<file path="config.mk">
export PLATFORM = sky130hd
export DESIGN_NAME = i2s_frame_gen
export DESIGN_NICKNAME = d
export VERILOG_FILES = /design/src/rtl/i2s_fg_pkg.sv /design/src/rtl/i2s_fg_div.sv /design/src/rtl/i2s_fg_framer.sv /design/src/rtl/i2s_fg_shifter.sv /design/src/rtl/i2s_frame_gen.sv
export SDC_FILE = /design/constraint.sdc
export NUM_CORES = 1
export LEC_CHECK = 0
export BUFFER_PORTS_ARGS = -buffer_cell sky130_fd_sc_hd__buf_4
export CORE_MARGIN = 2
export CORE_UTILIZATION = 41
export CTS_CLUSTER_DIAMETER = 150
export DETAILED_ROUTE_END_ITERATION = 7
export GPL_TIMING_DRIVEN = 1
export PLACE_DENSITY_LB_ADDON = 0.08
export SYNTH_ARGS = -nofsm -noshare
export SYNTH_HDL_FRONTEND = slang
export SYNTH_SLANG_ARGS = --single-unit
</file>
<file path="constraint.sdc">
create_clock -name clk -period 26.5 [get_ports clk]
set_clock_uncertainty 0.2 [all_clocks]
set_input_delay 5.3 -clock clk [delete_from_list [all_inputs] [get_ports clk]]
set_output_delay 5.3 -clock clk [all_outputs]
set_load 0.03 [all_outputs]
</file>
<file path="src/rtl/i2s_fg_pkg.sv">
package i2s_fg_pkg;

    localparam int SAMPLE_W = 32;
    localparam int LOG_W    = 2;
    localparam int LIN_W    = 6;
    localparam int FRAME_W  = 12;
    localparam int SKEW_W   = 2;
    localparam int LEG_MAXW = (1 << LOG_W) - 1;
    localparam int CNT_W    = (LIN_W > LEG_MAXW) ? LIN_W : LEG_MAXW;

    typedef logic [FRAME_W:0] pos_t;

    typedef struct packed {
        logic [SAMPLE_W-1:0] left;
        logic [SAMPLE_W-1:0] right;
    } pair_t;

    typedef struct packed {
        logic                en;
        logic [LOG_W-1:0]    log2_div;
        logic [LIN_W-1:0]    lin_div;
        logic [FRAME_W-1:0]  frame_m1;
        logic                bclk_inv;
        logic                lr_inv;
        logic [SKEW_W-1:0]   skew;
        logic                wide;
    } cfg_t;

    // Half-period length minus one, linear code wins when nonzero
    function automatic logic [CNT_W-1:0] half_m1(logic [LOG_W-1:0] lg,
                                                 logic [LIN_W-1:0] ln);
        logic [CNT_W-1:0] pw;
        pw = '0;
        pw[lg] = 1'b1;
        if (ln != '0) return CNT_W'(ln);
        return pw - 1'b1;
    endfunction

    // Serial bit for a data position inside the frame
    function automatic logic pick_bit(pair_t p, pos_t dpos, pos_t half,
                                      logic wide, int narrow_w);
        pos_t                k;
        logic [SAMPLE_W-1:0] word;
        int                  w;
        w = wide ? SAMPLE_W : narrow_w;
        if (dpos >= half) begin
            k    = dpos - half;
            word = p.right;
        end else begin
            k    = dpos;
            word = p.left;
        end
        if (int'(k) < w) return word[w - 1 - int'(k)];
        return 1'b0;
    endfunction

endpackage

</file>
<file path="src/rtl/i2s_fg_div.sv">
module i2s_fg_div
    import i2s_fg_pkg::*;
(
    input  logic             clk,
    input  logic             rst,
    input  logic             en,
    input  logic [LOG_W-1:0] log2_div,
    input  logic [LIN_W-1:0] lin_div,
    output logic             bclk_raw,
    output logic             fall
);
    logic [CNT_W-1:0] cnt_q;
    logic [CNT_W-1:0] lim;
    logic             wrap;

    assign lim  = half_m1(log2_div, lin_div);
    assign wrap = en && (cnt_q >= lim);
    assign fall = wrap && bclk_raw;

    always_ff @(posedge clk) begin
        if (rst || !en) begin
            cnt_q    <= '0;
            bclk_raw <= 1'b0;
        end else if (wrap) begin
            cnt_q    <= '0;
            bclk_raw <= ~bclk_raw;
        end else begin
            cnt_q    <= cnt_q + 1'b1;
        end
    end

    // bit clock parked low after any disabled cycle
    a_r1_idle_low: assert property (@(posedge clk) disable iff (rst)
        !en |=> !bclk_raw);

endmodule

</file>
<file path="src/rtl/i2s_fg_framer.sv">
module i2s_fg_framer
    import i2s_fg_pkg::*;
(
    input  logic               clk,
    input  logic               rst,
    input  logic               en,
    input  logic               fall,
    input  logic [FRAME_W-1:0] frame_m1,
    input  logic [SKEW_W-1:0]  skew,
    output logic               lr_raw,
    output logic               adv,
    output pos_t               dpos,
    output pos_t               half
);
    logic [FRAME_W-1:0] bit_q;
    logic [FRAME_W-1:0] nxt;
    pos_t               len;
    pos_t               nxt_w;
    pos_t               skw;

    assign len   = {1'b0, frame_m1} + 1'b1;
    assign half  = len >> 1;
    assign nxt   = (bit_q >= frame_m1) ? '0 : bit_q + 1'b1;
    assign nxt_w = {1'b0, nxt};
    assign skw   = pos_t'(skew);
    assign dpos  = (nxt_w >= skw) ? nxt_w - skw : nxt_w + len - skw;
    assign adv   = en && fall;

    always_ff @(posedge clk) begin
        if (rst || !en) begin
            bit_q  <= frame_m1;
            lr_raw <= 1'b0;
        end else if (fall) begin
            bit_q  <= nxt;
            lr_raw <= (nxt_w < half);
        end
    end

    // frame clock only moves on a falling bit clock edge
    a_r3_lr_on_fall: assert property (@(posedge clk) disable iff (rst)
        (en && $past(en) && !$stable(lr_raw)) |-> $past(fall));

endmodule

</file>
<file path="src/rtl/i2s_fg_shifter.sv">
module i2s_fg_shifter
    import i2s_fg_pkg::*;
#(
    parameter int NARROW_W = 16
) (
    input  logic                clk,
    input  logic                rst,
    input  logic                en,
    input  logic                adv,
    input  pos_t                dpos,
    input  pos_t                half,
    input  logic                wide,
    input  logic                load_en,
    input  pair_t               load_pair,
    output logic                sd,
    output logic                req
);
    pair_t pend_q;
    pair_t act_q;
    pair_t src;
    logic  start;

    assign start = (dpos == '0);
    assign src   = start ? pend_q : act_q;

    always_ff @(posedge clk) begin
        if (rst) begin
            pend_q <= '0;
            act_q  <= '0;
            sd     <= 1'b0;
            req    <= 1'b0;
        end else begin
            if (load_en) pend_q <= load_pair;
            if (!en) begin
                sd  <= 1'b0;
                req <= 1'b0;
            end else begin
                req <= adv && start;
                if (adv) begin
                    if (start) act_q <= pend_q;
                    sd <= pick_bit(src, dpos, half, wide, NARROW_W);
                end
            end
        end
    end

    // request lasts a single cycle
    a_r7_req_single: assert property (@(posedge clk) disable iff (rst)
        req |=> !req);
    // request only follows a bit advance
    a_r7_req_on_adv: assert property (@(posedge clk) disable iff (rst)
        req |-> $past(adv));
    // data line only moves on a bit advance while running
    a_r5_sd_on_adv: assert property (@(posedge clk) disable iff (rst)
        (en && $past(en) && !$stable(sd)) |-> $past(adv));

endmodule

</file>
<file path="src/rtl/i2s_frame_gen.sv">
module i2s_frame_gen
    import i2s_fg_pkg::*;
#(
    parameter int NARROW_W = 16
) (
    input  logic                clk,
    input  logic                rst,
    input  logic                div_en,
    input  logic [LOG_W-1:0]    div_log2,
    input  logic [LIN_W-1:0]    div_lin,
    input  logic [FRAME_W-1:0]  frame_len_m1,
    input  logic                bclk_inv,
    input  logic                lrclk_inv,
    input  logic [SKEW_W-1:0]   skew,
    input  logic                wide_sample,
    input  logic [SAMPLE_W-1:0] left_in,
    input  logic [SAMPLE_W-1:0] right_in,
    input  logic                sample_valid,
    output logic                bclk_o,
    output logic                lrclk_o,
    output logic                sdata_o,
    output logic                req_o
);
    cfg_t  cfg;
    pair_t in_pair;
    logic  bclk_raw, fall, lr_raw, adv;
    pos_t  dpos, half;

    assign cfg = '{en: div_en, log2_div: div_log2, lin_div: div_lin,
                   frame_m1: frame_len_m1, bclk_inv: bclk_inv,
                   lr_inv: lrclk_inv, skew: skew, wide: wide_sample};
    assign in_pair = '{left: left_in, right: right_in};

    i2s_fg_div u_div (
        .clk(clk), .rst(rst), .en(cfg.en),
        .log2_div(cfg.log2_div), .lin_div(cfg.lin_div),
        .bclk_raw(bclk_raw), .fall(fall)
    );

    i2s_fg_framer u_framer (
        .clk(clk), .rst(rst), .en(cfg.en), .fall(fall),
        .frame_m1(cfg.frame_m1), .skew(cfg.skew),
        .lr_raw(lr_raw), .adv(adv), .dpos(dpos), .half(half)
    );

    i2s_fg_shifter #(.NARROW_W(NARROW_W)) u_shift (
        .clk(clk), .rst(rst), .en(cfg.en), .adv(adv),
        .dpos(dpos), .half(half), .wide(cfg.wide),
        .load_en(sample_valid), .load_pair(in_pair),
        .sd(sdata_o), .req(req_o)
    );

    assign bclk_o  = bclk_raw ^ cfg.bclk_inv;
    assign lrclk_o = lr_raw ^ cfg.lr_inv;

    // while disabled the serial outputs stay quiet
    a_r1_quiet: assert property (@(posedge clk) disable iff (rst)
        !div_en |=> (!sdata_o && !req_o));

endmodule

</file>
# After elaboration in Yosys (flattened, before gate mapping)
# Index checks and enable logic that the tools add are counted.
dict set report totals {
  reg_bits 150
  elab_cells 74
}
dict set report classes {
  addsub 10
  n_lt_le_gt_ge 9
  mux 28
  n_bitwise 4
  reduce_logical 13
}
# cell n
set op_table {}
lappend op_table {{2-to-1 mux 32 bit} 4}
lappend op_table {{2-to-1 mux 13 bit} 5}
lappend op_table {{2-to-1 mux 64 bit} 1}
lappend op_table {{2-to-1 mux 12 bit} 3}
lappend op_table {{less-than comparator 14 x 32 -> 1 bit} 1}
lappend op_table {{less-than comparator 32 x 7 -> 1 bit, second input constant} 1}
lappend op_table {{subtractor 32 x 14 -> 32 bit} 1}
lappend op_table {{subtractor 32 x 2 -> 32 bit, second input constant} 1}
lappend op_table {{2-to-1 mux 6 bit} 3}
lappend op_table {{adder 12 x 1 -> 13 bit, second input constant} 1}
lappend op_table {{adder 12 x 13 -> 13 bit} 1}
lappend op_table {{>= comparator 13 x 12 -> 1 bit} 1}
lappend op_table {{logical NOT 13 bit} 1}
lappend op_table {{subtractor 12 x 2 -> 13 bit} 1}
lappend op_table {{subtractor 13 x 12 -> 13 bit} 1}
lappend op_table {{subtractor 13 x 2 -> 13 bit} 1}
lappend op_table {{adder 12 x 1 -> 12 bit, second input constant} 1}
lappend op_table {{>= comparator 12 bit} 1}
lappend op_table {{>= comparator 12 x 2 -> 1 bit} 1}
lappend op_table {{less-than comparator 12 bit} 1}
lappend op_table {{2-to-1 mux 1 bit} 10}
lappend op_table {{adder 6 x 1 -> 6 bit, second input constant} 1}
lappend op_table {{>= comparator 6 bit} 1}
lappend op_table {{nonzero test 6 bit} 1}
lappend op_table {{other kinds (13)} 20}

# Longest topological paths before layout
# Gate-level depths: netlist of the first run.
dict set report depth {
  depth_word 19
  ltp_mapped 37
  mapped_depth_nobuf 35
}

# By module
# Synthesis of the first run repeated with hierarchy kept, for this count alone.
dict set report hier_totals {
  cells_unflattened 1194
  area_unflattened_um2 9899.5
}
# module n_inst cells_each area_per_inst_um2 seq_area_each_um2
set by_module_without_submodules {}
lappend by_module_without_submodules {i2s_fg_shifter 1 743 6426.2 2602.5}
lappend by_module_without_submodules {i2s_fg_framer 1 393 2971.6 380.4}
lappend by_module_without_submodules {i2s_fg_div 1 56 484.2 140.1}
lappend by_module_without_submodules {i2s_frame_gen 1 2 17.5 0.0}

# Worst setup path before layout of the first run
# Ideal clock, no wire load.
dict set report synth_path {
  path_kind {input to register}
  from {input frame_len_m1[4]}
  to {register u_shift.sd}
  arrival_time_ns 12.441
  t_required_ns 26.205
  setup_slack_ns 13.764
  path_stages 31
  path_buffers 2
  cell_sequence {inv_1 > ha_1 > a21o_1 > a221o_1 > a21oi_1 > clkbuf_1 > and2_1 > ha_1 > nand2b_1 > nand2b_1 > a21oi_2 > o21a_2 > mux2i_2 > ha_1 > nor2b_1 > o211a_1 > o31a_1 > o41a_1 > a311o_1 > o21ai_2 > nand2_1 > clkbuf_1 > nor2_1 > a21oi_1 > ha_1 > a21oi_1 > nand2_1 > or4_1 > a311oi_1 > a32oi_1 > o311ai_1}
}
dict set report synth_via {
  elab_chain_len 16
  word_cells_on_any_way 31
  classes_between {add/sub (6); order compare (4); mux (20); reduce/logical (1)}
}
# element line_no
set synth_lines {}
lappend synth_lines {{start: declaration} i2s_frame_gen.sv:11} ;# input logic [FRAME_W-1:0] frame_len_m1,
lappend synth_lines {{>= comparator 12 bit} i2s_fg_framer.sv:23} ;# assign nxt = (bit_q >= frame_m1) ? '0 : bit_q + 1'b1;
lappend synth_lines {{2-to-1 mux 12 bit} i2s_fg_framer.sv:23}
lappend synth_lines {{adder 12 x 13 -> 13 bit} i2s_fg_framer.sv:26} ;# assign dpos = (nxt_w >= skw) ? nxt_w - skw : nxt_w + len - skw;
lappend synth_lines {{subtractor 13 x 2 -> 13 bit} i2s_fg_framer.sv:26}
lappend synth_lines {{2-to-1 mux 13 bit} i2s_fg_framer.sv:26}
lappend synth_lines {{subtractor 13 x 12 -> 13 bit (tied with other cells)} i2s_fg_pkg.sv:47} ;# k = dpos - half;
lappend synth_lines {{2-to-1 mux 13 bit or 2-to-1 mux 64 bit (tied branches)} -}
lappend synth_lines {{2-to-1 mux 13 bit or 2-to-1 mux 32 bit (tied branches)} {i2s_fg_shifter.sv:39, i2s_fg_pkg.sv:46}}
lappend synth_lines {{2-to-1 mux 13 bit or 2-to-1 mux 32 bit (tied branches)} {i2s_fg_shifter.sv:34, i2s_fg_shifter.sv:39}}
lappend synth_lines {{2-to-1 mux 13 bit or 2-to-1 mux 32 bit (tied branches)} {i2s_fg_shifter.sv:27, i2s_fg_shifter.sv:34}}
lappend synth_lines {{subtractor 32 x 14 -> 32 bit (tied with other cells)} i2s_fg_pkg.sv:53} ;# if (int'(k) < w) return word[w - 1 - int'(k)];
lappend synth_lines {{binary-select mux 1 bit (select 5 bit) or 2-to-1 mux 1 bit (tied branches)} i2s_fg_pkg.sv:53}
lappend synth_lines {{2-to-1 mux 1 bit, on equally long branches} {i2s_fg_pkg.sv:53, i2s_fg_shifter.sv:39}}
lappend synth_lines {{2-to-1 mux 1 bit, on equally long branches} {i2s_fg_pkg.sv:53, i2s_fg_shifter.sv:34}}
lappend synth_lines {{2-to-1 mux 1 bit, on equally long branches} {i2s_fg_pkg.sv:53, i2s_fg_shifter.sv:27}}
lappend synth_lines {{2-to-1 mux 1 bit *} i2s_fg_pkg.sv:54} ;# return 1'b0;
lappend synth_lines {{end signal: assignment} i2s_fg_shifter.sv:41} ;# sd <= pick_bit(src, dpos, half, wide, NARROW_W);
lappend synth_lines {{end: declaration} i2s_fg_shifter.sv:15} ;# output logic sd,
# Mark *: on every way between the ends. The rest lies on a longest branch, timed or not. The select of a mux whose other input is x is not followed.
# A chain may end at the register's enable or synchronous reset.

# Final worst setup path of the first run
dict set report layout_path {
  from {input frame_len_m1[10]}
  to {register u_shift.sd}
}
# Same word-level chain as after synthesis.

==> summary.md, run 1 <==
| Metric | Value |
|---|---|
| Status | complete, no violations |
| Synth unique cells | 91 |
| Max incr delay on CP | 0.90 ns |
| Die area | between 0.02 and 0.03 sq mm |
| Max IR drop VDD | 0.0000554 V |
| Cell count after synthesis | 1299 |
| Final nets | 1529 |
| Sequential fraction of the synthesis area | 0.298 |
| Root Driver | clkbuf_16 |
| CP max FO | 16 |
| Area Overhead vs Synth | 14.5% |
| Clk_lat worst skew | 0.43 ns |
| Commonest cells in the netlist | nand2_1 (200), dfxtp_1 (138), nor2_1 (125) |
| Final Hold Vio Count | 0 |
| Peak Freq | approximately 70 MHz |
| Vias in the first global route | 9165 |
| Detailed Place HPWL | 23700 um |
| Total wire length | roughly 32000 um |
| Asr flop ratio synth | 0 |
| Leak Pwr | 5.01 nW |
| Final setup violation count | 0 |
| Ys flop type | dfxtp_1 |
| Post-synthesis cell area | 0.0105 sq mm |
| CORE AREA | 0.0251 sq mm |
| WHS Path Cells | 2 |
| Synth warnings | 0 |
| Via density per instance | between 5 and 6 |
| Startpoint type of the worst setup path | primary input |
| Hold Crit Start | u_shift.act_q[7] |
| # rows | 58 |
| FF-to-FF End | u_shift.sd |
| Cell taking the most area after synthesis | dfxtp_1 |
| All-Layer GR Usage | 0.237 |
| Syn_area_per_cell | 8.05 sq um |
| Initial core utilization | 0.417 |
| Layout cells sized above 1 | 0.130 |
| Via Count | between 9k and 10k |
| Synth area leaders | dfxtp_1 (26%), mux2i_1 (8.5%), ha_1 (8.5%) |
| Rel. slew slack | 0.225 |
| Hold EP | u_shift.act_q[7] |
| Critical Path AT | 14.32 ns |
| Reg2Reg Depth | 26 |
| Largest net degree at the start of global routing | 94 |
| Slew Viols, Final | 0 |
| GP Congestion | 0.941 |
| Initial antenna violation count | 0 |
| First-pass GRT wire length | 49500 um |
| Syn Nets | between 1k and 1.5k |
| Clock Tree Buf Depth | 2 |
| H-tree levels | 4 |
| CP bufs+invs | 3 |
| Hold-fix buffers at CTS | 0 |
| DIE WIDTH | 164 um |
| Place WS | roughly 12 ns |
| DRT Pass-1 Iters | 5 |
| HP Class | reg2reg |
| DRC viols | 0 |
| R2r setup slk | ~17 ns |
| Worst path top cell family by delay | compound AO/OA/AOI/OAI gates |
| CTS resizes | 0 |
| CP max-delay cell | a21oi_1 |
| Die H | around 160 um |
| Num ports | 97 |
| # Post-CTS Setup Buffers | 0 |
| Antenna viol nets, final | 0 |
| N_diodes | 0 |
| RSZ-0062 raised after global routing | false |
| Worst Tran Pin Value | 1.16 ns |
| Count leader, synth | nand2_1 |
| Min Tclk post-route | 14.23 ns |
| Worst Setup End Kind | flop |
| Tcrit/Tclk final | 0.537 |
| Routed WL per cell | 18.5 um |
| WS Path Type | in2reg |
| Remaining global-route overflow | 0 |
| #FFs+latches synth | 150 |
| Required time of the worst setup path | 26.59 ns |
| PwrDens | 78.6 mW/mm^2 |
| Max Cap Violations | 0 |
| # port buffers | 96 |
| Most used cell, CP | ha_1 |
| Starting DRT DRC Count | 625 |
| CTS tree | done |
| Setup TNS | 0 ns |
| EDFF count, synth | 12 |
| Reg2reg start | u_framer.bit_q[2] |
| Clk sinks | 150 |
| Post-route worst setup slack | between 10 and 15 ns |
| Clock transition at the registers of the reported paths | roughly 0.060 ns |
| Post-synth top area share | 0.264 |
| CTS Buf Count | 17 |
## metal layers
metal | wire [um] | track usage
met1 | 13600 | 0.284
met2 | 15200 | 0.403
met3 | 1200 | 0.0409
met4 | 1630 | 0.129
met5 | 0 | 0
## layout make-up
| type | count | area [sq um] |
|---|---|---|
| Multi-Input combinational cell | 1013 | 6780 |
| Tap cell | 330 | 413 |
| Clock inverter | 14 | 165 |
| Clock buffer | 18 | 439 |
| Inverter | 76 | 285 |
| Fill cell | 2531 | 13100 |
| Sequential cell | 150 | 3120 |
| Timing Repair Buffer | 103 | 773 |
## where the power goes
part	switching, mW	leakage (nW)	internal (mW)
clock	0.109	0.293	0.144
combinational	0.278	3.47	0.163
sequential	0.0104	1.25	0.237
## worst max-delay path by stage
| stage | start | endpoint | cells past startpoint |
|---|---|---|---|
| 6_report | frame_len_m1[10] | u_shift.sd | 28 |
| 2_1_floorplan | frame_len_m1[4] | u_shift.sd | 31 |
| 3_5_place_dp | frame_len_m1[10] | u_shift.sd | 28 |
| 3_3_place_gp | frame_len_m1[10] | u_shift.sd | 28 |
| 4_1_cts | frame_len_m1[10] | u_shift.sd | 28 |
| 5_1_grt | frame_len_m1[10] | u_shift.sd | 28 |
## through the flow
| step | utilization | instance area, sq um | hold slack, ns | instances | power (mW) |
|---|---|---|---|---|---|
| 2_1_floorplan | - | 10500 | 0.226 | 1299 | 0.564 |
| 3_3_place_gp | 0.453 | 11400 | 0.237 | 1672 | 0.687 |
| 3_5_place_dp | 0.453 | 11400 | 0.245 | 1672 | 0.684 |
| 4_1_cts | 0.477 | 12000 | 0.253 | 1704 | 0.940 |
| 5_1_grt | 0.477 | 12000 | 0.270 | 1704 | 0.997 |
| 6_report | 0.477 | 12000 | 0.254 | 1704 | 0.941 |
## cell families (layout without fill, tap and decap cells)
logic type               count (synthesis)  after routing  share of synthesized area
buffers and inverters                  136            211                     0.0547
AND/OR/NAND/NOR                        472            472                      0.206
AO/OA/AOI/OAI                          323            323                      0.214
XOR/XNOR                                44             44                     0.0368
adder cells (fa/ha/maj)                 75             75                     0.0926
flip-flops                             150            150                      0.298
multiplexers                            99             99                     0.0976
## tightest hold or removal path, delay by kind of cell, from the launching register on
family / cells / cell delay [ns]
AOI/OAI and AO/OA: 1 / 0.05
DFF: 1 / 0.31
and+or+nand+nor: 1 / 0.05
## cell usage in the layout, fill, tap and decap left out, drive strengths merged, types with 8 or more instances in the layout
| cell | n |
|---|---|
| mux2i | 90 |
| o211ai | 15 |
| nor4 | 9 |
| edfxtp | 12 |
| nand3 | 17 |
| a21o | 14 |
| or3 | 11 |
| a31oi | 9 |
| xnor2 | 35 |
| a21oi | 112 |
| inv | 82 |
| nor2 | 126 |
| nand2b | 14 |
| and2 | 9 |
| and3 | 15 |
| o21a | 9 |
| nor3 | 21 |
| nand2 | 200 |
| dfxtp | 138 |
| a211o | 8 |
| nor2b | 14 |
| mux2 | 8 |
| buf | 103 |
| xor2 | 9 |
| nand4 | 18 |
| o21ai | 48 |
| a211oi | 19 |
| clkbuf | 18 |
| ha | 71 |
## flip-flops by register name, indices dropped and copies added (netlist names)
| name | cells |
|---|---|
| u_div.bclk_raw | 1 |
| u_div.cnt_q | 6 |
| u_framer.bit_q | 12 |
| u_framer.lr_raw | 1 |
| u_shift.act_q | 64 |
| u_shift.pend_q | 64 |
| u_shift.req | 1 |
| u_shift.sd | 1 |
No activity file was read; power rests on OpenSTA's default activity.
==> inputs of run 2 (changes only) <==
Settings changed: ABC_AREA set to 1.
Clock period 26.5 ns to 11.5 ns, I/O delays scaled along.
==> summary.md, run 2 <==
| Metric | Value |
|---|---|
| Clock transition at the registers of the reported paths | 0.07 ns (about the same) |
| Clk_lat worst skew | 0.43 ns (about the same) |
| Routed WL per cell | 15.7 um (-15%) |
| Via density per instance | 5.20 (-7.9%) |
| Asr flop ratio synth | 0 (unchanged) |
| Leak Pwr | 5.68 nW (+13%) |
| # Post-CTS Setup Buffers | 0 (unchanged) |
| Synth unique cells | 46 (-49%) |
| Leading cell type in the layout, fill and taps excluded | nand2_1 |
| Count leader, synth | nand2_1 |
| Min Hold Slack | 0.255 ns (+0.00176 ns) |
| Logic pwr share | 0.419 (-0.049) |
| DRT Pass-1 Iters | 5 (unchanged) |
| Required time of the worst setup path | 11.67 ns (-14.92 ns) |
| Synth area leaders | dfxtp_1 (26%), nand2_1 (11%), inv_1 (9.7%) |
| Reg2reg start | u_framer.bit_q[11] |
| Die H | 164 um (+0.26%) |
| Max incr delay on CP | 0.88 ns (-0.02 ns) |
| PwrDens | 158 mW/mm^2 (+100%) |
| RSZ-0062 raised after global routing | false |
| WHS Path Cells | 2 (unchanged) |
| Detailed Place HPWL | 22500 um (-4.9%) |
| Post-synth top area share | 0.263 (-0.00141) |
| WS Path Type | in2reg |
| CTS Buf Count | 17 (unchanged) |
| CP bufs+invs | 6 (+3) |
| Synth warnings | 0 (unchanged) |
| CORE AREA | 0.0252 sq mm (+0.29%) |
| R2r setup slk | 3.71 ns (-12.99 ns) |
| Clock Tree Buf Depth | 2 (unchanged) |
| Die area | 0.0270 sq mm (+0.53%) |
| Sequential Power Share | 0.296 (+0.033) |
| Cell taking the most area after synthesis | dfxtp_1 |
| CTS resizes | 0 (unchanged) |
| DIE WIDTH | 164 um (+0.26%) |
| FF-to-FF End | u_shift.sd |
| Peak Freq | about 110 MHz |
| GP Congestion | 0.940 (-0.12%) |
| Ys flop type | dfxtp_1 |
| Startpoint type of the worst setup path | primary input |
| CTS tree | done |
| Final nets | 1783 (+17%) |
| Critical Path AT | 9.52 ns (-4.80 ns) |
| EDFF count, synth | 12 (unchanged) |
| Initial antenna violation count | 0 (unchanged) |
| Area Overhead vs Synth | 13.7% |
| Status | complete, no violations |
| Worst path top cell family by delay | simple AND/OR/NAND/NOR gates |
| Commonest cells in the netlist | nand2_1 (300), inv_1 (272), nand3_1 (173) |
| Dpl cell area | 0.0114 sq mm (+0.20%) |
| Tcrit/Tclk final | 0.813 |
| Initial core utilization | 0.418 (+0.00104) |
| Total wire length | 30700 um (-2.7%) |
| Syn Nets | 1733 (+18%) |
| Starting DRT DRC Count | 892 (+43%) |
| #FFs+latches synth | 150 (unchanged) |
| Vias in the first global route | 8997 (-1.8%) |
| Clk pwr share | 0.285 (+0.016) |
| Hold-fix buffers at CTS | 0 (unchanged) |
| Max IR drop VDD | 0.000111 V (+100%) |
| Layout cells sized above 1 | 0.116 (-0.0142) |
| Hold Crit Start | u_shift.pend_q[47] |
| Reg2Reg Depth | 39 (+50%) |
| Worst Setup End Kind | flop |
| Psw | 794 uW (+100%) |
| Rel. slew slack | 0.440 (+0.215) |
| CP max-delay cell | o21ai_2 |
| Remaining global-route overflow | 0 (unchanged) |
| Post-synthesis cell area | 0.0105 sq mm (+0.54%) |
| Final setup violation count | 0 (unchanged) |
| Final instance area | 0.0120 sq mm (-0.14%) |
| Cell count after synthesis | 1565 (+20%) |
| First-pass GRT wire length | 48800 um (-1.4%) |
| # rows | 58 (unchanged) |
| H-tree levels | 4 (unchanged) |
| Largest registers | u_shift.act_q x64, u_shift.pend_q x64, u_framer.bit_q x12 |
| Clk sinks | 150 (unchanged) |
| Min Tclk post-route | 9.35 ns |
| Setup TNS | 0 ns (unchanged) |
| # port buffers | 96 (unchanged) |
| Num ports | 97 (unchanged) |
| DRC viols | 0 (unchanged) |
| Syn_area_per_cell | 6.72 sq um (-17%) |
| Total chip power | 1.89 mW (+100%) |
| HP Class | reg2reg |
| Most used cell, CP | nand2_1 |
| Sequential fraction of the synthesis area | 0.297 (-0.00160) |
| All-Layer GR Usage | 0.230 (-0.00660) |
| Antenna viol nets, final | 0 (unchanged) |
| Max Cap Violations | 0 (unchanged) |
| Most frequent cells in the layout | nand2_1 (300), inv_1 (271), nand3_1 (173), dfxtp_1 (138), o21ai_0 (122) |
| Via Count | 10.2k (+5.8%) |
| Slew Viols, Final | 0 (unchanged) |
| N_diodes | 0 (unchanged) |
| Hold EP | u_shift.pend_q[47] |
| Largest net degree at the start of global routing | 70 (-26%) |
| Worst Tran Pin Value | 0.839 ns (-0.323 ns) |
| Final Hold Vio Count | 0 (unchanged) |
| Sw Share | 0.420 (-0.00230) |
| Power Internal | 1.10 mW (+100%) |
| CP max FO | 36 (+20) |
| Root Driver | clkbuf_16 |
==> run 2: changes by cell type in the layout (fill, tap and decap cells not counted), sizes merged, moves of 18 or more <==
| cell | previous run | this run |
|---|---|---|
| nand3 | 17 | 183 |
| nand4 | 18 | 60 |
| nor2 | 126 | 68 |
| xnor2 | 35 | 8 |
| xor2 | 9 | 28 |
| mux2i | 90 | 0 |
| nand2 | 200 | 308 |
| a211oi | 19 | 1 |
| o21ai | 48 | 143 |
| inv | 82 | 288 |
| o211ai | 15 | 35 |
==> run 2: power groups by stage <==
stage	Sequential, mW	Clock (mW)	Combinational (mW)
after global routing	0.562	0.573	0.894
after CTS	0.560	0.550	0.789
after global placement	0.571	0	0.784
after floorplan	0.567	0	0.593
final	0.560	0.539	0.792
after detailed placement	0.571	0	0.785
==> run 2: kinds of logic after synthesis <==
logic type	count (synthesis)	share of synthesized area
adders and majority gates	75	0.0921
xor gates and xnor gates	36	0.0300
buffers and inverters	358	0.134
AOI/OAI and AO/OA	313	0.166
and+or+nand+nor	633	0.281
DFF	150	0.297
==> run 2: per-layer routing <==
layer,share of wire,global-route usage,vias to the layer above,wire length [um]
met5,0,0,-,0
met4,0.0089,0.0447,0,272
met3,0.047,0.0328,26,1440
met2,0.40,0.322,266,12400
met1,0.54,0.368,4635,16600
li1,-,-,5258,-
==> run 2: final cells by class <==
class | count | area, sq um
clock buffer | 18 | 429
multi-input combinational | 1057 | 6000
sequential | 150 | 3120
fill | 2615 | 13200
clock inverter | 14 | 136
timing repair buffer | 106 | 796
inverter | 283 | 1060
tap | 330 | 413
==> run 2: worst min-delay path: cells and delay by family (launching register included) <==
| kind | cells | cell delay, ns |
|---|---|---|
| flip-flops | 1 | 0.30 |
| buffers and inverters | 1 | 0.06 |
| AO/OA/AOI/OAI | 1 | 0.06 |
==> run 2: how the worst max path moves through the flow <==
stage | from | end | slack, ns | depth (start not counted)
final | frame_len_m1[9] | u_shift.sd | 2.15 | 41
after global routing | frame_len_m1[9] | u_shift.sd | 1.43 | 41
after CTS | frame_len_m1[9] | u_shift.sd | 2.17 | 41
after detailed placement | frame_len_m1[9] | u_shift.sd | 1.74 | 41
after global placement | frame_len_m1[10] | u_shift.sd | 1.95 | 44
after floorplan | frame_len_m1[9] | u_shift.sd | 3.20 | 42
==> run 2: through the flow <==
step / setup slack [ns] / util / instances
final: 2.15 / 0.475 / 1958
after floorplan: 3.20 / - / 1565
after detailed placement: 1.74 / 0.452 / 1926
after CTS: 2.17 / 0.475 / 1958
after global placement: 1.95 / 0.452 / 1926
after global routing: 1.43 / 0.475 / 1958
==> inputs of run 3 (changes only) <==
Clock period 11.5 ns to 9.55 ns, I/O delays scaled along.
==> summary.md, run 3 (synthesis gave the netlist of run 2 again) <==
| Metric | Value |
|---|---|
| DRT Pass-1 Iters | 5 (unchanged) |
| Layout cells sized above 1 | 0.117 (+0.00116) |
| Min Tclk post-route | 8.76 ns |
| CTS resizes | 0 (unchanged) |
| Area Overhead vs Synth | 14.2% |
| Max Cap Violations | 0 (unchanged) |
| Largest net degree at the start of global routing | 86 (+23%) |
| Critical Path AT | 8.92 ns (-0.60 ns) |
| R2r setup slk | 1.96 ns (-1.75 ns) |
| Status | complete, no violations |
| Via density per instance | 5.23 (+0.58%) |
| Area of the multi-input gates | 0.00600 sq mm (unchanged) |
| Leak Pwr | 5.71 nW (+0.51%) |
| Routed WL per cell | 15.6 um (-0.63%) |
| Rel. slew slack | 0.449 (+0.00862) |
| CP max FO | 19 (-47%) |
| HP Class | reg2reg |
| H-tree levels | 4 (unchanged) |
| Antenna viol nets, final | 0 (unchanged) |
| Most used cell, CP | nand2_1 |
| Setup TNS | 0 ns (unchanged) |
| Dpl cell area | 0.0114 sq mm (about the same) |
| Fill cell count | 2635 (+0.76%) |
| GP Congestion | 0.940 (about the same) |
| Worst Setup End Kind | flop |
| Worst Tran Pin Value | 0.827 ns (-0.0120 ns) |
| All-Layer GR Usage | 0.233 (+0.00289) |
| Root Driver | clkbuf_16 |
| Worst path top cell family by delay | compound AO/OA/AOI/OAI gates |
| # rows | 58 (unchanged) |
| Final Hold Vio Count | 0 (unchanged) |
| Hold-fix buffers at CTS | 0 (unchanged) |
| DRC viols | 0 (unchanged) |
| Remaining global-route overflow | 0 (unchanged) |
| Die area | 0.0270 sq mm (unchanged) |
| Clk_lat worst skew | 0.43 ns (about the same) |
| Reg2reg start | u_framer.bit_q[9] |
| Detailed Place HPWL | 22400 um (-0.63%) |
| RSZ-0062 raised after global routing | false |
| Total wire length | 30600 um (-0.58%) |
| First-pass GRT wire length | 49600 um (+1.7%) |
| Leading cell type in the layout, fill and taps excluded | nand2_1 |
| DIE WIDTH | 164 um (unchanged) |
| PwrDens | 193 mW/mm^2 (+22%) |
| N_diodes | 0 (unchanged) |
| CP max-delay cell | a21oi_4 |
| Met3 Track Usage GR | 0.0258 (-0.00707) |
| Die H | 164 um (unchanged) |
| WS Path Type | in2reg |
| FF+latch area | 0.00312 sq mm (unchanged) |
| Initial core utilization | 0.418 (unchanged) |
| Tcrit/Tclk final | 0.917 |
| Final nets | 1784 (+0.056%) |
| Clk sinks | 150 (unchanged) |
| Slew Viols, Final | 0 (unchanged) |
| Startpoint type of the worst setup path | primary input |
| Required time of the worst setup path | 9.72 ns (-1.95 ns) |
| Num ports | 97 (unchanged) |
| M1 GR Usage | 0.371 (+0.00270) |
| Initial antenna violation count | 0 (unchanged) |
| Hold Crit Start | u_shift.pend_q[60] |
| CTS tree | done |
| Clock transition at the registers of the reported paths | 0.07 ns (about the same) |
| Layer with the highest usage | met1 |
| # port buffers | 96 (unchanged) |
| CP bufs+invs | 8 (+2) |
| Final instance area | 0.0120 sq mm (+0.42%) |
| Met2 Use GR | 0.333 (+0.0118) |
| Layout Utilization | 0.477 (+0.00199) |
| Place WS | 0.528 ns (-1.22 ns) |
| Max IR drop VDD | 0.000101 V (-8.9%) |
| Clock Tree Buf Depth | 2 (unchanged) |
| Worst Setup SP | frame_len_m1[9] |
| CTS Buf Count | 17 (unchanged) |
| Vias in the first global route | 9249 (+2.8%) |
| CORE AREA | 0.0252 sq mm (unchanged) |
| Max incr delay on CP | 0.48 ns (-0.40 ns) |
| Starting DRT DRC Count | 798 (-11%) |
| Most frequent cells in the layout | nand2_1 (300), inv_1 (271), nand3_1 (173), dfxtp_1 (138), o21ai_0 (122) |
| Peak Freq | 114 MHz |
| Via Count | 10.2k (+0.63%) |
| Final setup violation count | 0 (unchanged) |
| Post-route worst setup slack | 0.793 ns (-1.35 ns) |
| # Post-CTS Setup Buffers | 0 (unchanged) |
| Largest registers | u_shift.act_q x64, u_shift.pend_q x64, u_framer.bit_q x12 |
[run 3: cell type report]
class                      count  share of cell area
clock buffer                  17              0.0354
inverter                     283              0.0887
tap                          330              0.0344
timing repair buffer         107              0.0669
clock inverter                15              0.0152
multi-input combinational   1057               0.499
sequential                   150               0.260
[run 3: final timing paths]
| check | end | cells past startpoint |
|---|---|---|
| setup reg to reg | u_shift.sd | 39 |
| hold / removal | u_shift.pend_q[60] | 2 |
| hold reg to reg | u_shift.pend_q[60] | 2 |
| setup / recovery | u_shift.sd | 41 |
[run 3: through the flow]
stage                     hold slack (ns)  cells  total power, mW
after floorplan                     0.230   1565             1.40
after global placement              0.246   1927             1.63
after detailed placement            0.252   1927             1.63
after CTS                           0.264   1959             2.32
after global routing                0.286   1959             2.48
final                               0.259   1959             2.31
[run 3: metal layers]
metal / wire [um] / up-vias
met1: 16500 / 4698
li1: - / 5271
met2: 12400 / 264
met5: 0 / -
met3: 1540 / 16
met4: 193 / 0
[run 3: report_power, final]
group	internal [mW]	total, mW	switching [mW]
combinational	0.321	0.957	0.636
clock	0.356	0.684	0.328
sequential	0.659	0.674	0.0147
total	1.34	2.31	0.979
[run 3: worst min-delay path, delay by kind of cell (launching register included)]
family,cells,cell delay (ns)
flops,1,0.30
compound gates,1,0.06
buf+inv,1,0.06
